`src/rtl/ebs_pkg.sv`:
```
package ebs_pkg;

  typedef enum logic [2:0] {
    S_MARK, S_IDS, S_HDR, S_CHECK, S_DATA, S_FLUSH, S_DONE
  } bootState_t;

  typedef enum logic [1:0] {
    MODE_DEFAULT = 2'b00,
    MODE_IDS     = 2'b01,
    MODE_LOAD    = 2'b10
  } bootMode_t;

  // control-to-datapath strobes
  typedef struct packed {
    logic nextAddr;    // advance EEPROM address
    logic clrCnt;      // restart byte index
    logic idWe;        // store identity byte at byte index
    logic hdrWe;       // store header byte at byte index
    logic loadArm;     // copy header into write pointer / remaining count
    logic ramWr;       // issue one RAM write with the current byte
    logic useDefault;  // restore built-in identity
  } dpStrobe_t;

  localparam logic [7:0] MARK_IDS  = 8'hC0;
  localparam logic [7:0] MARK_LOAD = 8'hC2;
  localparam int ID_BYTES  = 6;
  localparam int HDR_BYTES = 4;

endpackage

```
`src/rtl/ebs_dpath.sv`:
```
module ebs_dpath
  import ebs_pkg::*;
#(
  parameter int RAM_DEPTH = 16384,
  parameter int RAM_AW = $clog2(RAM_DEPTH),
  parameter int EE_AW = 16,
  parameter logic [15:0] DEF_VID = 16'h04B4,
  parameter logic [15:0] DEF_PID = 16'h8613,
  parameter logic [15:0] DEF_DID = 16'hA001
) (
  input  logic              clk,
  input  logic              rstN,
  input  dpStrobe_t         stb,
  input  logic [7:0]        rdData,
  output logic [EE_AW-1:0]  eeAddr,
  output logic [2:0]        byteIdx,
  output logic              lenZero,
  output logic              overRange,
  output logic              lastByte,
  output logic              ramWe,
  output logic [RAM_AW-1:0] ramAddr,
  output logic [7:0]        ramData,
  output logic [15:0]       vendorId,
  output logic [15:0]       productId,
  output logic [15:0]       releaseId
);

  localparam int ID_W  = ID_BYTES * 8;
  localparam int HDR_W = HDR_BYTES * 8;
  localparam int SUM_W = 17;
  localparam logic [SUM_W-1:0] DEPTH_W = SUM_W'(RAM_DEPTH);
  localparam logic [ID_W-1:0] ID_DEF = {DEF_DID, DEF_PID, DEF_VID};

  logic [ID_W-1:0]   idVec;
  logic [HDR_W-1:0]  hdrVec;
  logic [15:0]       lenReg, startReg, remaining;
  logic [RAM_AW-1:0] wrPtr;
  logic [SUM_W-1:0]  loadEnd;

  // EEPROM address and byte index
  always_ff @(posedge clk or negedge rstN) begin
    if (!rstN) begin
      eeAddr  <= '0;
      byteIdx <= '0;
    end else begin
      if (stb.nextAddr) eeAddr <= eeAddr + 1'b1;
      if (stb.clrCnt) byteIdx <= '0;
      else if (stb.idWe || stb.hdrWe) byteIdx <= byteIdx + 1'b1;
    end
  end

  // identity byte slots, low byte first
  for (genvar g = 0; g < ID_BYTES; g++) begin : gIdSlot
    always_ff @(posedge clk or negedge rstN) begin
      if (!rstN) idVec[g*8 +: 8] <= ID_DEF[g*8 +: 8];
      else if (stb.useDefault) idVec[g*8 +: 8] <= ID_DEF[g*8 +: 8];
      else if (stb.idWe && byteIdx == 3'(g)) idVec[g*8 +: 8] <= rdData;
    end
  end

  // header byte slots: length then start address, low byte first
  for (genvar g = 0; g < HDR_BYTES; g++) begin : gHdrSlot
    always_ff @(posedge clk or negedge rstN) begin
      if (!rstN) hdrVec[g*8 +: 8] <= '0;
      else if (stb.hdrWe && byteIdx == 3'(g)) hdrVec[g*8 +: 8] <= rdData;
    end
  end

  assign lenReg   = hdrVec[15:0];
  assign startReg = hdrVec[31:16];
  assign loadEnd  = {1'b0, startReg} + {1'b0, lenReg};

  assign lenZero   = (lenReg == '0);
  assign overRange = (loadEnd > DEPTH_W);
  assign lastByte  = (remaining == 16'd1);

  // RAM write sequencing; outputs are registered
  always_ff @(posedge clk or negedge rstN) begin
    if (!rstN) begin
      wrPtr     <= '0;
      remaining <= '0;
      ramWe     <= 1'b0;
      ramAddr   <= '0;
      ramData   <= '0;
    end else begin
      ramWe <= 1'b0;
      if (stb.loadArm) begin
        wrPtr     <= startReg[RAM_AW-1:0];
        remaining <= lenReg;
      end else if (stb.ramWr) begin
        ramWe     <= 1'b1;
        ramAddr   <= wrPtr;
        ramData   <= rdData;
        wrPtr     <= wrPtr + 1'b1;
        remaining <= remaining - 1'b1;
      end
    end
  end

  assign vendorId  = idVec[15:0];
  assign productId = idVec[31:16];
  assign releaseId = idVec[47:32];

  AST_WR_IN_WINDOW: assert property (@(posedge clk) disable iff (!rstN)
    ramWe |-> ((SUM_W'(ramAddr) >= SUM_W'(startReg)) && (SUM_W'(ramAddr) < loadEnd)));

endmodule

```
`src/rtl/ebs_ctrl.sv`:
```
module ebs_ctrl
  import ebs_pkg::*;
(
  input  logic       clk,
  input  logic       rstN,
  input  logic       rdAck,
  input  logic       rdNak,
  input  logic [7:0] rdData,
  input  logic [2:0] byteIdx,
  input  logic       lenZero,
  input  logic       overRange,
  input  logic       lastByte,
  output dpStrobe_t  stb,
  output logic       rdReq,
  output logic       bootDone,
  output logic       bootErr,
  output logic [1:0] bootMode
);

  localparam logic [2:0] ID_LAST  = 3'(ID_BYTES - 1);
  localparam logic [2:0] HDR_LAST = 3'(HDR_BYTES - 1);

  bootState_t state, nxt;
  bootMode_t  modeQ, nMode;
  logic       errQ, nErr;

  always_ff @(posedge clk or negedge rstN) begin
    if (!rstN) begin
      state <= S_MARK;
      modeQ <= MODE_DEFAULT;
      errQ  <= 1'b0;
    end else begin
      state <= nxt;
      modeQ <= nMode;
      errQ  <= nErr;
    end
  end

  always_comb begin
    stb   = '0;
    nxt   = state;
    nMode = modeQ;
    nErr  = errQ;
    unique case (state)
      S_MARK: begin
        if (rdNak) nxt = S_DONE;  // no device: quiet fallback
        else if (rdAck) begin
          stb.nextAddr = 1'b1;
          stb.clrCnt   = 1'b1;
          if (rdData == MARK_IDS) nxt = S_IDS;
          else if (rdData == MARK_LOAD) nxt = S_HDR;
          else nxt = S_DONE;
        end
      end
      S_IDS: begin
        if (rdNak) begin
          nxt = S_DONE;
          stb.useDefault = 1'b1;
          nErr = 1'b1;
        end else if (rdAck) begin
          stb.nextAddr = 1'b1;
          stb.idWe     = 1'b1;
          if (byteIdx == ID_LAST) begin
            nxt   = S_DONE;
            nMode = MODE_IDS;
          end
        end
      end
      S_HDR: begin
        if (rdNak) begin
          nxt  = S_DONE;
          nErr = 1'b1;
        end else if (rdAck) begin
          stb.nextAddr = 1'b1;
          stb.hdrWe    = 1'b1;
          if (byteIdx == HDR_LAST) nxt = S_CHECK;
        end
      end
      S_CHECK: begin
        if (overRange) begin
          nxt  = S_DONE;
          nErr = 1'b1;
        end else if (lenZero) begin
          nxt   = S_DONE;
          nMode = MODE_LOAD;
        end else begin
          stb.loadArm = 1'b1;
          nxt = S_DATA;
        end
      end
      S_DATA: begin
        if (rdNak) begin
          nxt  = S_DONE;
          nErr = 1'b1;
        end else if (rdAck) begin
          stb.nextAddr = 1'b1;
          stb.ramWr    = 1'b1;
          if (lastByte) nxt = S_FLUSH;
        end
      end
      S_FLUSH: begin
        nxt   = S_DONE;
        nMode = MODE_LOAD;
      end
      S_DONE: nxt = S_DONE;
      default: nxt = S_DONE;
    endcase
  end

  assign rdReq    = (state == S_MARK) || (state == S_IDS) ||
                    (state == S_HDR) || (state == S_DATA);
  assign bootDone = (state == S_DONE);
  assign bootErr  = errQ;
  assign bootMode = modeQ;

  AST_DONE_STICKY: assert property (@(posedge clk) disable iff (!rstN)
    bootDone |=> bootDone);

  AST_NO_REQ_DONE: assert property (@(posedge clk) disable iff (!rstN)
    bootDone |-> !rdReq);

  AST_ERR_MODE_DEFAULT: assert property (@(posedge clk) disable iff (!rstN)
    (bootDone && bootErr) |-> (bootMode == MODE_DEFAULT));

endmodule

```
`src/rtl/eeprom_boot_sel.sv`:
```
module eeprom_boot_sel
  import ebs_pkg::*;
#(
  parameter int RAM_DEPTH = 16384,
  parameter int RAM_AW = $clog2(RAM_DEPTH),
  parameter logic [15:0] DEF_VID = 16'h04B4,
  parameter logic [15:0] DEF_PID = 16'h8613,
  parameter logic [11:0] CHIP_REV = 12'h001
) (
  input  logic              clk,
  input  logic              rstN,
  output logic              rdReq,
  output logic [15:0]       rdAddr,
  input  logic              rdAck,
  input  logic              rdNak,
  input  logic [7:0]        rdData,
  output logic              ramWe,
  output logic [RAM_AW-1:0] ramAddr,
  output logic [7:0]        ramData,
  output logic [15:0]       vendorId,
  output logic [15:0]       productId,
  output logic [15:0]       releaseId,
  output logic [1:0]        bootMode,
  output logic              bootErr,
  output logic              bootDone,
  output logic              cpuHold
);

  localparam logic [15:0] DEF_DID = {4'hA, CHIP_REV};

  dpStrobe_t  stb;
  logic [2:0] byteIdx;
  logic       lenZero, overRange, lastByte;

  ebs_ctrl uCtrl (
    .clk      (clk),
    .rstN     (rstN),
    .rdAck    (rdAck),
    .rdNak    (rdNak),
    .rdData   (rdData),
    .byteIdx  (byteIdx),
    .lenZero  (lenZero),
    .overRange(overRange),
    .lastByte (lastByte),
    .stb      (stb),
    .rdReq    (rdReq),
    .bootDone (bootDone),
    .bootErr  (bootErr),
    .bootMode (bootMode)
  );

  ebs_dpath #(
    .RAM_DEPTH(RAM_DEPTH),
    .RAM_AW   (RAM_AW),
    .EE_AW    (16),
    .DEF_VID  (DEF_VID),
    .DEF_PID  (DEF_PID),
    .DEF_DID  (DEF_DID)
  ) uDpath (
    .clk      (clk),
    .rstN     (rstN),
    .stb      (stb),
    .rdData   (rdData),
    .eeAddr   (rdAddr),
    .byteIdx  (byteIdx),
    .lenZero  (lenZero),
    .overRange(overRange),
    .lastByte (lastByte),
    .ramWe    (ramWe),
    .ramAddr  (ramAddr),
    .ramData  (ramData),
    .vendorId (vendorId),
    .productId(productId),
    .releaseId(releaseId)
  );

  assign cpuHold = !bootDone;

  AST_ADDR_HOLD: assert property (@(posedge clk) disable iff (!rstN)
    (rdReq && !rdAck && !rdNak) |=> $stable(rdAddr));

  AST_ERR_DEFAULTS: assert property (@(posedge clk) disable iff (!rstN)
    (bootDone && bootErr) |-> (vendorId == DEF_VID && productId == DEF_PID &&
                               releaseId == DEF_DID));

  AST_NO_WR_DONE: assert property (@(posedge clk) disable iff (!rstN)
    bootDone |-> !ramWe);

endmodule

```
`config.mk`:
```
export PLATFORM = sky130hd
export DESIGN_NAME = eeprom_boot_sel
export DESIGN_NICKNAME = d
export VERILOG_FILES = /design/src/rtl/ebs_pkg.sv /design/src/rtl/ebs_dpath.sv /design/src/rtl/ebs_ctrl.sv /design/src/rtl/eeprom_boot_sel.sv
export SDC_FILE = /design/constraint.sdc
export NUM_CORES = 1
export LEC_CHECK = 0
export BUFFER_PORTS_ARGS = -buffer_cell sky130_fd_sc_hd__clkbuf_2
export CAP_MARGIN = 5
export CORE_MARGIN = 2
export CORE_UTILIZATION = 30
export DETAILED_ROUTE_END_ITERATION = 8
export PLACE_DENSITY_LB_ADDON = 0.1
export SLEW_MARGIN = 20
export SYNTH_ARGS = -nofsm -noshare
export SYNTH_HDL_FRONTEND = slang
export SYNTH_SLANG_ARGS = --single-unit
```
`constraint.sdc`:
```
create_clock -name clk -period 4.95 [get_ports clk]
set_input_delay 0.495 -clock clk [delete_from_list [all_inputs] [get_ports clk]]
set_output_delay 0.495 -clock clk [all_outputs]
set_load 0.005 [all_outputs]
```
==> impl_results.md, run 1 <==
- Place WS: 1236 ps
- First-pass GRT wire length: 37,430 um
- Combinational family with the most area after synthesis: simple AND/OR/NAND/NOR gates
- Max-Cap Viols: 0
- Htree depth: 4
- Worst Slack Setup Final: 1240 ps
- Post-synthesis compound-gate area fraction: 11.47%
- Initial Util: 30.56%
- Routed WL per cell: 18.73 um
- Setup-failing EPs final: 0
- Total GRT Usage: 17.22%
- Worst Setup Path Type: flop to flop
- #FFs+latches synth: 158
- TritonCTS Buffers: 17
- RSZ-0062 raised after global routing: no
- Placed cell count: 1,219
- Routed wire length: 23,430 um
- Fin. Hold Viols: 0
- Cell Chain, Critical Path: ha_1 > fa_1 > xor2_1 > nor3_1 > o2111ai_1 > a2111oi_0 > a41oi_1 > nor4_4 > buf_4 > a21oi_1 > a221o_1
- Post-synth EDFFs: 0
- Run status: completed
- Yosys cell types: 62
- Required @ worst endpoint: 5270 ps
- P_sw: 1.000 mW
- Final nets: 941
- CTS tree: done
- Final period util: 74.95%
- Number of fill cells in the layout: 2,706
- Clock transition at path regs: 70 ps
- Power Density: 351.9 nW/um^2
- Clock Latency Late Sink: 440 ps
- Maximum vdd drop: 0.0001866 V
- Post-cts sizing count: 0
- Share of cells above drive strength 1: 22.30%
- Max Freq: 269.5 MHz
- Mapped Cells: 814
- Post-Synth Adder-Cell Area: 4.179%
- Average size of a mapped cell: 9.784 um^2
- Final min period: 3710 ps
- Clock Root Buffer: clkbuf_16
- Final Max Slew Viols: 0
- Largest net degree at the start of global routing: 159
- Clock Tree Buf Depth: 2
- Rows: 59
- Count of hold-fix buffers inserted at cts: 0
- Headroom to the max-slew limit: 27.97%
- Die height: 166.9 um
- Final HPWL DP: 15,560 um
- Area of the core: 26,060 um^2
- Utilization after layout: 35.98%
- Worst Path Max Fanout: 25
- Clock network power share: 39.2%
- Die area: 27,870 um^2
- Critical Path AT: 4030 ps
- Async SR Flop Fraction: 100.0%
- Simple-gate share of the synthesized area: 18.40%
- Ys Warns: 0
- Share of power burned in registers: 46.7%
- Routed vias/inst: 5.058
- Comb pwr share: 14.1%
- Antenna violations before repair: 1
- Sw Ratio: 30.32%
- Critical path's top delay family: compound AO/OA/AOI/OAI gates
- Synthesized area: 7964 um^2
- Worst hold path class: input port to asynchronous set/reset pin
- Synth Area in XOR/XNOR: 3.189%
- Worst path bufs/invs: 1
- Actual slew at the worst max-slew pin: 1080 ps
- Post-route ant nets: 0
- Slowest CP cell: a2111oi_0
- Max incr delay on CP: 470 ps
- Most frequent cells in the layout: nand2_1 (152), dfrtp_1 (144), clkbuf_2 (103)
- I/O Pins: 105
- Post-route DRC: 0
- CP Launch Type: flop
- Post-CTS Setup Bufs: 0
- Final GP Congestion: 0.8202
- Most common cell after layout, fill and taps aside: nand2_1
- Seq/Total Area, Yosys: 49.87%
- Worst setup EP type: flop
- Internal: 2.299 mW
- Total Neg Setup Slack: 0 ps
- PortBufs: 104
- Clk sinks: 158
- Leakage: 4.829 nW
- Number of global-route vias before repair: 6,250
- Main synth FF type: dfrtp_1
- Synth Net Count: 852
- Area grow syn2layout: 17.72%
- Clock Skew: 18.18 ps
- Overflow after GRT: 0
- 1st-pass router iterations: 4
- Final Non-Filler Cells: 1,251
- Routed via count: 6,328
- Iter 0 DRT Violations: 397
- Mux contribution to synthesized area: 9.662%
- Die Span X: 166.9 um
- WHS: 105.0 ps
-- worst paths after layout --
check	slack, ps	end	from	depth (start not counted)
max in group asynchronous	3960	uDpath.hdrVec[30]$_DFFE_PN0P_	rstN	2
hold reg to reg	470	uDpath.ramAddr[2]$_DFFE_PN0P_	uDpath.ramAddr[2]$_DFFE_PN0P_	2
setup / recovery	1240	uDpath.remaining[1]$_DFFE_PN0P_	uDpath.hdrVec[0]$_DFFE_PN0P_	11
hold / removal	100	uDpath.hdrVec[29]$_DFFE_PN0P_	rstN	2
setup reg to reg	1240	uDpath.remaining[1]$_DFFE_PN0P_	uDpath.hdrVec[0]$_DFFE_PN0P_	11
min in group clk	470	uDpath.ramAddr[2]$_DFFE_PN0P_	uDpath.ramAddr[2]$_DFFE_PN0P_	2
-- cell type report --
| type | count | area [um^2] | area share [%] |
|---|---|---|---|
| Inverter | 19 | 71.32 | 0.7607 |
| Clock buffer | 18 | 429.2 | 4.578 |
| Sequential cell | 158 | 3971 | 42.36 |
| Antenna cell | 1 | 2.502 | 0.02669 |
| Clock inverter | 13 | 132.6 | 1.415 |
| Timing Repair Buffer | 113 | 606.8 | 6.473 |
| Multi-Input combinational cell | 594 | 3742 | 39.92 |
| Tap cell | 335 | 419.2 | 4.471 |
-- Yosys cell counts, types with 25 or more instances --
cell / instances / area share (%)
nor3_1: 25 / 1.6
a21oi_1: 34 / 2.1
clkbuf_1: 33 / 1.6
nor2_1: 67 / 3.2
nand3_1: 35 / 2.2
dfrtp_1: 144 / 45
mux2i_1: 33 / 4.1
mux2_2: 34 / 4.8
nand2_1: 152 / 7.2
o21ai_0: 28 / 1.8
ha_1: 25 / 3.9
-- flip-flops by register name, summed over array words and instances (netlist names) --
signal and cells:
uCtrl.bootErr 1, uDpath.byteIdx 3, uCtrl.state 3, uDpath.ramWe 1
uCtrl.bootMode 2, uDpath.ramAddr 14, uDpath.vendorId 16, uDpath.productId 16
uDpath.remaining 16, uDpath.wrPtr 14, uDpath.hdrVec 32, uDpath.ramData 8
uDpath.releaseId 16, uDpath.eeAddr 16
-- stage by stage --
stage               total power, mW  area [um^2]
global route                  3.489         9375
floorplan                     1.815         7964
CTS                           3.352         9373
global placement              2.039         8811
finish                        3.299         9375
detailed placement            2.037         8811
-- worst reg2reg max path: stages, from the launching register on --
cell,delay (ps)
dfrtp_1,420
ha_1,250
fa_1,440
xor2_1,170
nor3_1,240
o2111ai_1,180
a2111oi_0,470
a41oi_1,260
nor4_4,310
buf_4,340
a21oi_1,200
a221o_1,320
-- cell families after synthesis --
logic type	count (synthesis)
adders and majority gates	26
DFF	158
xor gates and xnor gates	29
and+or+nand+nor	330
muxes	72
buffers and inverters	62
AOI/OAI and AO/OA	137
-- power by group through the flow --
stage,clock (mW),sequential [mW],combinational [mW]
2_1_floorplan,0,1.51,0.304
3_5_place_dp,0,1.56,0.473
4_1_cts,1.33,1.54,0.477
5_1_grt,1.39,1.56,0.538
6_report,1.29,1.54,0.466
3_3_place_gp,0,1.56,0.474
-- routing by layer --
| metal | wire length, um | GRT usage, % | up-vias |
|---|---|---|---|
| met2 | 10780 | 26.80 | 141 |
| met5 | 0 | 0 | - |
| met4 | 237 | 4.235 | 0 |
| li1 | - | - | 3048 |
| met1 | 11370 | 24.46 | 3125 |
| met3 | 1044 | 3.660 | 14 |
Power figures use the tool's default switching activity.
==> run 2, diff against run 1 <==
- ABC_AREA: default -> 1
- clock period: 4.95 -> 3.4 ns (I/O delays scaled with it)
==> impl_results.md, run 2 <==
- CTS tree: done
- FF-to-FF path depth: 14 (+3)
- Synthesized area: 8183 um^2 (+2.7%)
- Final nets: 1,145 (+22%)
- Overflow after GRT: 0 (unchanged)
- Max-Cap Viols: 0 (unchanged)
- Clock Skew: 14.04 ps (-4.134 ps)
- Max Freq: 345.6 MHz (+28%)
- Routed WL per cell: 16.73 um (-11%)
- TritonCTS Buffers: 17 (unchanged)
- Yosys cell types: 47 (-24%)
- Largest net degree at the start of global routing: 79 (-50%)
- Ys Warns: 0 (unchanged)
- Initial Util: 30.45% (-0.11 points)
- Max FFs per register: 32 (unchanged)
- Clock Tree Buf Depth: 2 (unchanged)
- Clock transition at path regs: 70 ps (about the same)
- Leakage: 5.022 nW (+4.0%)
- I/O Pins: 105 (unchanged)
- Synth cell count leaders: nand2_1 (264), dfrtp_1 (144), inv_1 (101), nand3_1 (101), nor2_1 (84)
- Antenna violations before repair: 0 (-1)
- Number of global-route vias before repair: 6,857 (+9.7%)
- Count leader, synth: nand2_1
- Maximum vdd drop: 0.0002661 V (+43%)
- Most frequent cells in the layout: nand2_1 (264), dfrtp_1 (144), clkbuf_2 (103)
- Max incr delay on CP: 430 ps (-40 ps)
- Ant diodes: 0 (-1)
- Async SR Flop Fraction: 100.0% (unchanged)
- Final min period: 2893 ps (-816.8 ps)
- Average size of a mapped cell: 8.175 um^2 (-16%)
- Footprint of the multi-input gates: 3675 um^2 (-1.8%)
- Actual slew at the worst max-slew pin: 799.0 ps (-281.4 ps)
- Area of the core: 26,880 um^2 (+3.1%)
- Slowest CP cell: fa_1
- Rows: 60 (+1.7%)
- Seq/Total Area, Yosys: 48.53% (-1.3 points)
- Required @ worst endpoint: 3700 ps (-1570 ps)
- Post-synth EDFFs: 0 (unchanged)
- Setup-failing EPs final: 0 (unchanged)
- Reg area: 3971 um^2 (unchanged)
- Hold Path Stages: 3
- Area grow syn2layout: 18.58%
- Worst Path Max Fanout: 36 (+44%)
- CP most frequent cell: nand3_1
- Most common cell after layout, fill and taps aside: nand2_1
- Run status: completed
- Cell Chain, Critical Path: ha_1 > fa_1 > or2_2 > a21oi_1 > nand3_1 > nor2_1 > nand2_1 > nor2_1 > nand3_1 > nand2_4 > nand3_4 > buf_4 > nand3_1 > nand3_1
- Power Density: 416.6 nW/um^2 (+18%)
- Routed via count: 6,955 (+9.9%)
- Top post-synthesis cells by area: dfrtp_1 (44%), nand2_1 (12%), nand3_1 (6.2%), o21ai_0 (4.7%), inv_1 (4.6%)
- Worst hold path class: input port to flop
- Number of fill cells in the layout: 2,900 (+7.2%)
- Synth Net Count: 1,039 (+22%)
- Routed wire length: 24,440 um (+4.3%)
- Post-cts sizing count: 0 (unchanged)
- Clock Root Buffer: clkbuf_16
- Final Max Slew Viols: 0 (unchanged)
- Worst setup EP type: flop
- Post-route ant nets: 0 (unchanged)
- Area leader, netlist: dfrtp_1
- Routed vias/inst: 4.760 (-5.9%)
- CP Launch Type: flop
- PortBufs: 104 (unchanged)
- Worst Setup Path Type: flop to flop
- RSZ-0062 raised after global routing: no
- Final HPWL DP: 17,650 um (+13%)
- Final GP Congestion: 0.8298 (+1.2%)
- Total Neg Setup Slack: 0 ps (unchanged)
- Main synth FF type: dfrtp_1
- Post-route DRC: 0 (unchanged)
- Clk sinks: 158 (unchanged)
- Clock Latency Late Sink: 430 ps (about the same)
- Fin. Hold Viols: 0 (unchanged)
- Synth top area share: 44.04% (-1.2 points)
- Htree depth: 4 (unchanged)
- Share of cells above drive strength 1: 17.32% (-5.0 points)
- Die area: 28,610 um^2 (+2.7%)
- Critical Path AT: 3200 ps (-830 ps)
- Power, Total: 4.042 mW (+23%)
- Die height: 169.2 um (+1.3%)
- Die Span X: 169.2 um (+1.3%)
- Total GRT Usage: 17.71% (+0.48 points)
- #FFs+latches synth: 158 (unchanged)
- Headroom to the max-slew limit: 46.73% (+19 points)
- Iter 0 DRT Violations: 420 (+5.8%)
- 1st-pass router iterations: 6 (+2)
- First-pass GRT wire length: 39,430 um (+5.4%)
- Top reg by flops: uDpath.hdrVec
- Mapped Cells: 1,001 (+23%)
- Final period util: 85.10% (+10 points)
[run 2: cell count changes after synthesis, sizes merged, moves of 13 or more]
cell	change
mux2i	-33
o21ai	+50
clkbuf	-19
nor3	-13
xor2	+17
and3	-13
nand3	+68
nand4	+26
mux2	-32
a21oi	-23
inv	+88
nor2	+20
nand2	+116
[run 2: routing by layer]
| metal | wire (um) | GRT usage (%) | vias to the layer above |
|---|---|---|---|
| li1 | - | - | 3493 |
| met1 | 11620 | 24.60 | 3314 |
| met2 | 11240 | 27.74 | 128 |
| met3 | 1193 | 4.268 | 20 |
| met4 | 389 | 4.608 | 0 |
| met5 | 0 | 0 | - |
[run 2: through the flow]
step                      setup WS [ps]  area [um^2]  hold slack, ps  std cells  utilization (%)
after CTS                         498.9         9703           240.0       1461            36.10
after floorplan                   899.7         8183           44.41       1001                -
after detailed placement          498.5         9101           454.9       1428            33.86
final                             506.7         9703           253.8       1461            36.10
after global placement            544.7         9101           449.0       1428            33.86
after global routing              192.8         9703           265.0       1461            36.10
[run 2: kinds of logic after synthesis]
logic type	synth area share, %
simple gates	27.80
flops	48.53
buf+inv	6.590
compound gates	8.089
xor+xnor	3.960
fa+ha+maj	4.067
mux	0.9634
[run 2: what timing repair did]
action | in CTS | in global routing
endpoints found under the hold margin | 1 | 0
hold buffers | 1 | 0
buffers inserted | 0 | 0
[run 2: final cells by class]
type                    count  share of cell area, %
inverters                 107                  4.139
clock inverters            14                  1.573
clock buffers              18                  4.526
flip-flops and latches    158                  40.93
well taps                 341                  4.397
repair buffers            115                  6.564
multi-input cells         708                  37.87
[run 2: critical path: cells and delay by family (launching register included)]
kind / cells / cell delay (ps)
AO/OA/AOI/OAI: 1 / 120
buffers and inverters: 1 / 270
AND/OR/NAND/NOR: 10 / 1250
flip-flops: 1 / 420
adder cells (fa/ha/maj): 2 / 700
[run 2: path summary, 6_finish.rpt]
path                                                     from                              end  slack, ps
worst max-delay path             uDpath.hdrVec[0]$_DFFE_PN0P_  uDpath.remaining[7]$_DFFE_PN0P_        510
worst min register to register  uDpath.ramAddr[1]$_DFFE_PN0P_    uDpath.ramAddr[1]$_DFFE_PN0P_        470
worst min-delay path                                rdData[0]  uDpath.productId[0]$_DFFE_PN1P_        250
worst max register to register   uDpath.hdrVec[0]$_DFFE_PN0P_  uDpath.remaining[7]$_DFFE_PN0P_        510
min in group asynchronous                                rstN    uDpath.hdrVec[17]$_DFFE_PN0P_        520
max in group asynchronous                                rstN  uDpath.releaseId[0]$_DFFE_PN1P_       2070
[run 2: where the power goes]
group | total (mW) | internal (mW) | switching, mW
clock | 1.95 | 1.06 | 0.887
combinational | 0.161 | 0.0504 | 0.111
sequential | 1.93 | 1.92 | 0.0175
